--- config.mk ---
export PLATFORM = sky130hd
export DESIGN_NAME = dsc_port
export DESIGN_NICKNAME = d
export VERILOG_FILES = /design/src/rtl/dsc_port.sv
export SDC_FILE = /design/constraint.sdc
export NUM_CORES = 1
export LEC_CHECK = 0
export BUFFER_PORTS_ARGS = -buffer_cell sky130_fd_sc_hd__buf_2
export CORE_AREA = 3 3 104 131
export DETAILED_ROUTE_END_ITERATION = 10
export DIE_AREA = 0 0 107 134
export HOLD_SLACK_MARGIN = 0.15
export PLACE_DENSITY = 0.85
export SYNTH_ARGS = -nofsm -noshare
export SYNTH_HDL_FRONTEND = slang
export SYNTH_SLANG_ARGS = --single-unit
--- constraint.sdc ---
create_clock -name clk -period 4.5 [get_ports clk]
set_clock_uncertainty 0.1 [all_clocks]
set_input_delay 0.675 -clock clk [delete_from_list [all_inputs] [get_ports clk]]
set_output_delay 0.675 -clock clk [all_outputs]
set_load 0.01 [all_outputs]
--- src/rtl/dsc_port.sv ---
module dsc_port #(
  parameter int W      = 16,
  parameter int ADDR_W = 3,
  parameter int SEL_W  = 3,
  parameter int DATA_W = 8
) (
  input  logic                           clk,
  input  logic                           rst_n,
  input  logic                           sdi,
  input  logic                           sdi_fs,
  output logic                           sdo,
  output logic                           sdo_fs,
  input  logic                           sample,
  input  logic [W-1:0]                   adc_in,
  output logic [W-1:0]                   dac_q,
  output logic                           dac_load,
  output logic                           data_mode,
  output logic [DATA_W*(1<<SEL_W)-1:0]   cfg_q
);
  localparam int NREG   = 1 << SEL_W;
  localparam int CNT_W  = $clog2(W + 1);
  localparam int A_HI   = W - 2;
  localparam int RW_B   = W - 2 - ADDR_W;
  localparam int SEL_HI = RW_B - 1;
  localparam int LOW_W  = W - 1 - ADDR_W;

  // receive
  logic [W-1:0]     rx_sh;
  logic [CNT_W-1:0] rx_n;
  wire              rx_done = !sdi_fs && (rx_n == CNT_W'(W - 1));
  wire  [W-1:0]     rx_word = {rx_sh[W-2:0], sdi};

  always_ff @(posedge clk) begin
    if (!rst_n) begin
      rx_sh <= '0;
      rx_n  <= '0;
    end else if (sdi_fs) begin
      rx_sh <= rx_word;
      rx_n  <= CNT_W'(1);
    end else if (rx_n != '0) begin
      rx_sh <= rx_word;
      rx_n  <= rx_done ? '0 : rx_n + 1'b1;
    end
  end

  // decode
  logic [DATA_W-1:0] cfg [NREG];
  logic [ADDR_W-1:0] fs_cnt;

  wire              mode    = cfg[0][0];
  wire [ADDR_W-1:0] devn    = cfg[0][ADDR_W:1];
  wire [ADDR_W-1:0] fs_next = ADDR_W'(fs_cnt + 1'b1);
  wire [ADDR_W-1:0] addr    = rx_word[A_HI -: ADDR_W];
  wire [SEL_W-1:0]  sel     = rx_word[SEL_HI -: SEL_W];
  wire              is_ctl  = rx_word[W-1];

  wire take_dac = rx_done && mode && (fs_next == devn);
  wire take_reg = rx_done && !mode && is_ctl && (addr == '0);
  wire do_fwd   = rx_done && !take_dac && !take_reg;
  wire [W-1:0] fwd_word = (!mode && is_ctl)
                        ? {1'b1, ADDR_W'(addr - 1'b1), rx_word[LOW_W-1:0]}
                        : rx_word;

  always_ff @(posedge clk) begin
    if (!rst_n) begin
      for (int i = 0; i < NREG; i++) cfg[i] <= '0;
    end else if (take_reg && rx_word[RW_B]) begin
      cfg[sel] <= rx_word[DATA_W-1:0];
    end
  end

  always_ff @(posedge clk) begin
    if (!rst_n) begin
      fs_cnt   <= '0;
      dac_q    <= '0;
      dac_load <= 1'b0;
    end else begin
      dac_load <= take_dac;
      if (rx_done && mode) fs_cnt <= take_dac ? '0 : fs_next;
      if (take_dac) dac_q <= rx_word;
    end
  end

  // transmit
  logic [W-1:0]     tx_sh, fwd_hold, adc_hold;
  logic [CNT_W-1:0] tx_cnt;
  logic             fwd_wait, adc_wait, fs_q;

  wire         tx_free = tx_cnt <= CNT_W'(1);
  wire         fwd_any = do_fwd || fwd_wait;
  wire [W-1:0] fwd_src = do_fwd ? fwd_word : fwd_hold;
  wire [W-1:0] adc_src = adc_wait ? adc_hold : adc_in;
  wire         ld_fwd  = fwd_any && tx_free;
  wire         ld_adc  = !fwd_any && (adc_wait || sample) && tx_free;
  wire         adc_cap = sample && (adc_wait == ld_adc);

  always_ff @(posedge clk) begin
    if (!rst_n) begin
      tx_sh    <= '0;
      tx_cnt   <= '0;
      fs_q     <= 1'b0;
      fwd_wait <= 1'b0;
      fwd_hold <= '0;
      adc_wait <= 1'b0;
      adc_hold <= '0;
    end else begin
      fs_q <= ld_fwd || ld_adc;
      if (ld_fwd || ld_adc) begin
        tx_sh  <= ld_fwd ? fwd_src : adc_src;
        tx_cnt <= CNT_W'(W);
      end else if (tx_cnt != '0) begin
        tx_sh  <= {tx_sh[W-2:0], 1'b0};
        tx_cnt <= tx_cnt - 1'b1;
      end
      fwd_wait <= fwd_any && !tx_free;
      if (do_fwd && !tx_free) fwd_hold <= fwd_word;
      adc_wait <= (adc_wait && !ld_adc) || adc_cap;
      if (adc_cap) adc_hold <= adc_in;
    end
  end

  assign sdo       = (tx_cnt != '0) && tx_sh[W-1];
  assign sdo_fs    = fs_q;
  assign data_mode = mode;

  for (genvar g = 0; g < NREG; g++) begin : g_cfg
    assign cfg_q[g*DATA_W +: DATA_W] = cfg[g];
  end
endmodule

# == Yosys cells after proc, flatten, opt, wreduce, memory -nomap -nowiden ==
# Memories as Yosys holds them, arrays and structs flattened.
# Cells that the tools add are included.
# classes
bitwise_logic,1
muxes,21
order_cmp,1
add_sub_neg,4
reduce_logical,37
n_eq_ne,3
# ops
cell,count
2-to-1 mux 16 bit,6
2-to-1 mux 15 bit,2
logical AND 1 bit,18
2-to-1 mux 5 bit,3
nonzero test 5 bit,2
2-to-1 mux 8 bit,1
OR reduction 8 bit,1
zero test 1 bit,7
2-to-1 mux 1 bit,7
2-to-1 mux 3 bit,2
"adder 5 x 1 -> 5 bit, second input constant",1
"== test 5 x 4 -> 1 bit, second input constant",1
"<= comparator 5 x 1 -> 1 bit, second input constant",1
"subtractor 5 x 1 -> 5 bit, second input constant",1
logical OR 1 bit,4
nonzero test 2 bit,2
OR reduction 2 bit,2
"adder 3 x 1 -> 3 bit, second input constant",1
== test 3 bit,1
zero test 3 bit,1
"subtractor 3 x 1 -> 3 bit, second input constant",1
== test 1 bit,1
NOT 1 bit,1
# totals
ff_bits,96
input_bits,21
memories,1
out_inout_bits,84
word_cells,82
ramBits,64
# mem_list
name,depth,word_bits,rd,rd_ports_with_merged_regs,write_ports,line,source
cfg,8,8,8,0,8,47,logic [DATA_W-1:0] cfg [NREG];

# == Depth between registers and ports, before layout ==
# Gate-level depths: netlist of the first run.
# logic_depth
ltp_word,14
ltp_mapped,15
depth_no_buf,11

# == Worst setup path after synthesis of the first run ==
# Ideal clock, no wire load.
# synth_timing
path_type,register to register
startpoint,reg fs_cnt[0]
endpoint,reg adc_hold[10]
arrival_time_ns,3.223
path_buffers,4
path_stages_with_launch,15
setup_time_ns,0.070
synth_period_minus_slack_ns,3.393
slack_ns,1.107
t_required_ns,4.330
path_cell_list,dfxtp_1 ha_1 xor3_1 or4b_4 and2_1 buf_6 buf_2 nor2_1 nand3_1 ha_1 and2_1 clkbuf_1 clkbuf_1 nand2_1 a21oi_1
# synth_between
elab_chain_len,12
# synth_lines
element,line,source
from (decl),48,logic [ADDR_W-1:0] fs_cnt;
from (signal assigned),79,if (rx_done && mode) fs_cnt <= take_dac ? '0 : fs_next;
adder 3 x 1 -> 3 bit,52,wire [ADDR_W-1:0] fs_next = ADDR_W'(fs_cnt + 1'b1);
== test 3 bit,57,wire take_dac = rx_done && mode && (fs_next == devn);
logical AND 1 bit,57,
zero test 1 bit,59,wire do_fwd = rx_done && !take_dac && !take_reg;
logical AND 1 bit (2 in a row),59,
logical OR 1 bit,90,wire fwd_any = do_fwd || fwd_wait;
zero test 1 bit,94,wire ld_adc = !fwd_any && (adc_wait || sample) && tx_free;
logical AND 1 bit (2 in a row),94,
== test 1 bit,95,wire adc_cap = sample && (adc_wait == ld_adc);
logical AND 1 bit,95,
to (signal assigned),118,if (adc_cap) adc_hold <= adc_in;
to (decl),85,"logic [W-1:0] tx_sh, fwd_hold, adc_hold;"
# No other way between the ends.
# A chain may end at the register's enable or synchronous reset.

# == Final worst setup path of the first run ==
# layout_timing
startpoint,reg fs_cnt[0]
endpoint,reg adc_hold[8]
# The elaborated chain is that of the path after synthesis.

==> impl_metrics.ini, run 1 <==
[grt]
grt_max_degree = 50
globalRoute.totalOverflow = 0
initial_antenna_violation_count = 0
grt_pass1_wl_um = 26400
grt_pass1_vias = 5236
track_usage_pct = 23.5

[clocking]
tritoncts_clock_tree = built
worst_setup_hold_path_clk_slew_ns = 0.06
postCtsSetupBuffers = 0
clk_latency_worst_skew_pair_ns = 0.42
clock_path_buffers = 2
post_cts.resized_instances = 0
cts_hold_buffers = 0
cts.sink_count = 160
clock_buffers_created_by_tritoncts = 17
cts-root-buf = sky130_fd_sc_hd__clkbuf_16
htreeDepth = 4

[route]
wire_length_per_cell_after_detailed_routing_um = 17.1
drt-vias-per-instance = 5.70
drt_iter0_markers = 492
post-route-drc-count = 0
detailedRoute.firstPassIterationCount = 5
drtAntennaViolNets = 0
finalWirelength_um = 16400
vias = 5479

[sta]
final.period_utilization_pct = 78.8
setup_total_neg_slack_ns = 0
slew_viol_final = 0
timing.fmax_mhz = 282
hold_violations = 0
fin_worst_hold_slack_ns = 0.351
unrepaired_setup_endpoints_after_global_routing = false
maxSlewHeadroom_pct = 25.0
final_critical_path_setup_slack_ns = 0.956
final-setup-viol-count = 0
final.min_clock_period_ns = 3.54
worst-slew-pin-transition_ns = 1.11

[synthesis]
synth.lib_cells_used.distinct = 60
synthMostInstantiatedCell = sky130_fd_sc_hd__nand2_1
synth-seq-area-share_pct = 54.4
yosys.area.top_type_share_pct = 27.2
cells_after_synth = 706
synthTopCellsByArea = sky130_fd_sc_hd__dfxtp_1 (27%), sky130_fd_sc_hd__edfxtp_1 (27%), sky130_fd_sc_hd__nand2_1 (6.9%)
avgSynthCellArea_um2 = 10.0
synth_top_flop_cell = sky130_fd_sc_hd__dfxtp_1
yosysWarningCount = 0
postSynth.asyncResetShare_pct = 0
syn-num-nets = 735
syn-cell-area_um2 = 7070
ys_top_cells_by_count = sky130_fd_sc_hd__nand2_1 (130), sky130_fd_sc_hd__dfxtp_1 (96), sky130_fd_sc_hd__a21oi_1 (69), sky130_fd_sc_hd__and2_1 (69), sky130_fd_sc_hd__edfxtp_1 (64)
yosys.area.top_type = sky130_fd_sc_hd__dfxtp_1
yosys_register_bits = 160
synth_enable_flop_cells = 64

[layout]
final_layout_size_suffix_gt1_share_pct = 20.5
fillers = 978
diodes = 0
finish.net_count = 810
flow.area_growth_from_synthesis_pct = 15.1
final_cell_area_um2 = 8130

[power]
power.density_cell_area_nw_per_um2 = 488
power_after_layout_uw = 3970
power.ir.vdd_worst_mv = 0.307
p_leak_uw = 0.00313

[critical_path]
critical_path.slowest_cell = sky130_fd_sc_hd__or4b_4
crit_path_end_kind = flop
path_delay_family = simple AND/OR/NAND/NOR gates
crit_required_ns = 4.75
cp.buffers_inverters = 0
critical_path.max_fanout = 17
critPathMaxStageDelay_ns = 0.60
crit_path_cell_trace = ha_1 -> xor3_1 -> or4b_4 -> and2_1 -> nor2_1 -> nand3_1 -> ha_1 -> and2_1 -> nand2_1 -> a21oi_1
cp.arrival_ns = 3.79
crit_path_start_kind = flop
worstSetupPathType = flop to flop

[floorplan]
design.core.area_um2 = 12600
rows = 46
die_h_um = 134
top_level_ports = 105
design.die.area_um2 = 14300
chipWidth_um = 107
start_util_pct = 56.1

[placement]
detailed_place_hpwl_um = 11300
placed_cell_area_um2 = 7600
finalWeightedCongestion = 0.873
pre_cts_slack_ns = 0.989
io_buffer_count = 104

[job]
maxcap_violations = 0

[min_path]
holdCritPathClass = flop to flop

[status]
outcome = finished clean
-- cell usage in the layout, fill, tap and decap left out, types with 6 or more instances in the layout --
master / Yosys / final
sky130_fd_sc_hd__nand2_1: 130 / 130
sky130_fd_sc_hd__inv_6: 0 / 6
sky130_fd_sc_hd__inv_1: 9 / 8
sky130_fd_sc_hd__a21oi_1: 69 / 69
sky130_fd_sc_hd__buf_2: 5 / 104
sky130_fd_sc_hd__nor3_1: 13 / 13
sky130_fd_sc_hd__dfxtp_1: 96 / 96
sky130_fd_sc_hd__nand3b_1: 12 / 12
sky130_fd_sc_hd__nand2b_1: 7 / 7
sky130_fd_sc_hd__o21ai_0: 12 / 12
sky130_fd_sc_hd__ha_1: 8 / 8
sky130_fd_sc_hd__mux2i_1: 32 / 32
sky130_fd_sc_hd__and2_1: 69 / 69
sky130_fd_sc_hd__clkinvlp_4: 0 / 7
sky130_fd_sc_hd__a211oi_1: 16 / 16
sky130_fd_sc_hd__edfxtp_1: 64 / 64
sky130_fd_sc_hd__clkbuf_16: 0 / 17
sky130_fd_sc_hd__o22a_1: 8 / 8
sky130_fd_sc_hd__nand3_1: 16 / 16
sky130_fd_sc_hd__nor2_1: 27 / 27
sky130_fd_sc_hd__xnor2_1: 6 / 6
sky130_fd_sc_hd__o22ai_2: 9 / 9
-- kinds of logic after synthesis --
logic type                 after synthesis  synth area share, %
AOI/OAI and AO/OA                      134                 12.6
xor gates and xnor gates                10                 1.45
adders and majority gates                8                 1.42
buffers and inverters                   60                 3.65
DFF                                    160                 54.4
muxes                                   35                 5.01
and+or+nand+nor                        299                 21.4
-- metrics by stage --
step / util [%] / cells
final: 64.5 / 962
after global routing: 64.5 / 962
after global placement: 60.3 / 930
after CTS: 64.5 / 962
after floorplan: - / 706
after detailed placement: 60.3 / 930
-- flip-flops by register name (all words and copies together) (netlist names) --
name,flops
adc_hold,16
adc_wait,1
cfg,64
dac_load,1
dac_q,16
fs_cnt,3
fwd_hold,16
fwd_wait,1
rx_n,5
rx_sh,15
sdo_fs,1
tx_cnt,5
tx_sh,16
-- area by class of cell --
type                       count  area (um^2)  area share, %
sequential                   160         3840           47.3
multi-input combinational    486         2970           36.5
inverter                       9         33.8          0.415
clock inverter                14          109           1.34
clock buffer                  18          429           5.28
tap                          168          210           2.58
timing repair buffer         107          543           6.68
-- power by group --
| part | leakage [uW] | internal (uW) | total [uW] | switching [uW] |
|---|---|---|---|---|
| logic | 0.00151 | 341 | 919 | 578 |
| clock network | 0.000240 | 712 | 1300 | 586 |
| registers | 0.00139 | 1640 | 1750 | 113 |
| total | 0.00313 | 2690 | 3970 | 1280 |
-- tightest hold or removal path, cell delays in order (launching register included) --
cell and delay (ns):
sky130_fd_sc_hd__dfxtp_1 0.30, sky130_fd_sc_hd__nand2_1 0.05, sky130_fd_sc_hd__a21oi_1 0.05
-- metal layers --
metal / up-vias / wire, um / track usage, %
met3: 41 / 1190 / 5.30
met5: - / 0 / 0
met4: 0 / 391 / 9.24
li1: 2597 / - / -
met2: 232 / 8350 / 40.8
met1: 2609 / 6490 / 28.2
-- final timing paths --
kind,cells past startpoint,start,to,slack [ns]
worst max-delay path,10,fs_cnt[0],adc_hold[8],0.96
worst min-delay path,2,dac_q[5],dac_q[5],0.35
worst max register to register,10,fs_cnt[0],adc_hold[8],0.96
worst min register to register,2,dac_q[5],dac_q[5],0.35
Power figures use the tool's default switching activity.
==> inputs of run 2 (changes only) <==
==> constraint.sdc (replaced) <==
create_clock -name clk -period 3.5 [get_ports clk]
set_clock_uncertainty 0.1 [all_clocks]
set_input_delay 0.525 -clock clk [delete_from_list [all_inputs] [get_ports clk]]
set_output_delay 0.525 -clock clk [all_outputs]
set_load 0.01 [all_outputs]
==> impl_metrics.ini, run 2 (same netlist as run 1, synthesis figures left out) <==
[clocking]
cts-root-buf = sky130_fd_sc_hd__clkbuf_16
clock_buffers_created_by_tritoncts = 17
clock_path_buffers = 2
clk_latency_worst_skew_pair_ns = 0.42
cts_hold_buffers = 0
post_cts.resized_instances = 0
tritoncts_clock_tree = built
htreeDepth = 4
cts.sink_count = 160
postCtsSetupBuffers = 0
worst_setup_hold_path_clk_slew_ns = 0.06

[critical_path]
timing.rr.end = adc_hold[13]
critical_path.max_fanout = 17
critPathLaunch = fs_cnt[0]
path_delay_family = simple AND/OR/NAND/NOR gates
cp.buffers_inverters = 0
reg2regPathDepth = 10
cp.arrival_ns = 3.48
crit_path_cell_trace = ha_1 -> xor3_1 -> or4b_4 -> and2_1 -> nor2_1 -> nand3_1 -> ha_1 -> and2_1 -> nand2_1 -> a21oi_1
timing.rr.start = fs_cnt[0]
crit_path_end_kind = flop
critical_path.slowest_cell = sky130_fd_sc_hd__or4b_4
critPathMaxStageDelay_ns = 0.60
worstSetupPathType = flop to flop
crit_path_start_kind = flop
crit_required_ns = 3.75
timing.reg2reg.setup_slack_ns = 0.27

[route]
route.met3.wl_um = 1250
drt-met1-wl_um = 6560
drtAntennaViolNets = 0
detailedRoute.firstPassIterationCount = 5
highest_metal_layer_used_by_the_detailed_router = met4
drt-vias-per-instance = 5.73
vias = 5589
finalWirelength_um = 16600
route.met2.wl_um = 8300
post-route-drc-count = 0
drt_iter0_markers = 379
wire_length_per_cell_after_detailed_routing_um = 17.0

[grt]
initial_antenna_violation_count = 0
grt_pass1_vias = 5308
globalRoute.totalOverflow = 0
grt_max_degree = 43
grt_pass1_wl_um = 26500
track_usage_pct = 23.4

[layout]
finish.net_count = 823
flow.area_growth_from_synthesis_pct = 17.3
diodes = 0
final_cell_area_um2 = 8290
final_core_utilization_pct = 65.8
leading_cell_type_in_the_layout_fill_and_taps_excluded = sky130_fd_sc_hd__nand2_1
layout_common_cells = sky130_fd_sc_hd__nand2_1 (130), sky130_fd_sc_hd__buf_2 (104), sky130_fd_sc_hd__dfxtp_1 (96), sky130_fd_sc_hd__and2_1 (69), sky130_fd_sc_hd__a21oi_1 (69)
largest_reg_flops = 64
final_layout_size_suffix_gt1_share_pct = 21.9
largest_register = cfg

[floorplan]
rows = 46
die_h_um = 134
design.core.area_um2 = 12600
design.die.area_um2 = 14300
chipWidth_um = 107
start_util_pct = 56.1
top_level_ports = 105

[power]
swShare_pct = 31.6
p_clk_share_pct = 35.1
share_seq_of_total_power_pct = 41.4
power.ir.vdd_worst_mv = 0.405
power_switching_uw = 1690
combPwrFrac_pct = 23.5
cell_internal_pwr_uw = 3650
p_leak_uw = 0.00325
power.density_cell_area_nw_per_um2 = 644

[sta]
setup_total_neg_slack_ns = 0
maxSlewHeadroom_pct = 22.2
worst-slew-pin-transition_ns = 1.15
final.period_utilization_pct = 92.3
fin_worst_hold_slack_ns = 0.243
unrepaired_setup_endpoints_after_global_routing = false
timing.fmax_mhz = 310
final-setup-viol-count = 0
hold_violations = 0
slew_viol_final = 0
final.min_clock_period_ns = 3.23

[placement]
detailed_place_hpwl_um = 11300
io_buffer_count = 104
finalWeightedCongestion = 0.823
placed_cell_area_um2 = 7690

[min_path]
timing.hold.worst.start = adc_in[2]
min_to = adc_hold[2]
holdCritPathClass = input pin to flop
hold-path-cell-count = 3

[status]
outcome = finished clean

[job]
maxcap_violations = 0
## run 2: worst max path at each step
stage / to / slack [ns] / cells past startpoint
final: adc_hold[13] / 0.27 / 10
after global routing: adc_hold[15] / 0.01 / 10
after CTS: adc_hold[13] / 0.28 / 10
after detailed placement: adc_hold[14] / 0.30 / 10
after global placement: adc_hold[14] / 0.43 / 10
after floorplan: adc_hold[10] / 0.11 / 14
## run 2: per-stage QoR
stage	std cells	setup WS, ns	total power, uW
6_report	975	0.269	5340
5_1_grt	975	0.0130	5570
4_1_cts	975	0.283	5350
3_5_place_dp	943	0.298	3490
3_3_place_gp	943	0.433	3440
2_1_floorplan	706	0.107	3190
## run 2: power by group through the flow
| stage | logic, uW | registers [uW] | clock network, uW |
|---|---|---|---|
| after global placement | 1200 | 2240 | 0 |
| after detailed placement | 1240 | 2250 | 0 |
| after floorplan | 946 | 2250 | 0 |
| after CTS | 1250 | 2210 | 1890 |
| after global routing | 1380 | 2230 | 1960 |
| final | 1260 | 2210 | 1870 |
## run 2: metal layers
metal,GRT usage [%],vias up
met2,40.1,299
met4,10.7,0
met5,0,-
li1,-,2634
met3,4.48,54
met1,28.5,2602
## run 2: worst register-to-register path: cells and delay by family, from the launching register on
family	cells	cell delay (ns)
xor gates and xnor gates	1	0.38
adders and majority gates	2	0.54
AOI/OAI and AO/OA	1	0.15
and+or+nand+nor	6	1.62
DFF	1	0.35
## run 2: layout make-up
class | count | area, um^2
well taps | 168 | 210
clock buffers | 17 | 425
fillers | 948 | 4310
repair buffers | 120 | 641
inverters | 9 | 33.8
flip-flops and latches | 160 | 3840
multi-input cells | 486 | 2970
clock inverters | 15 | 173
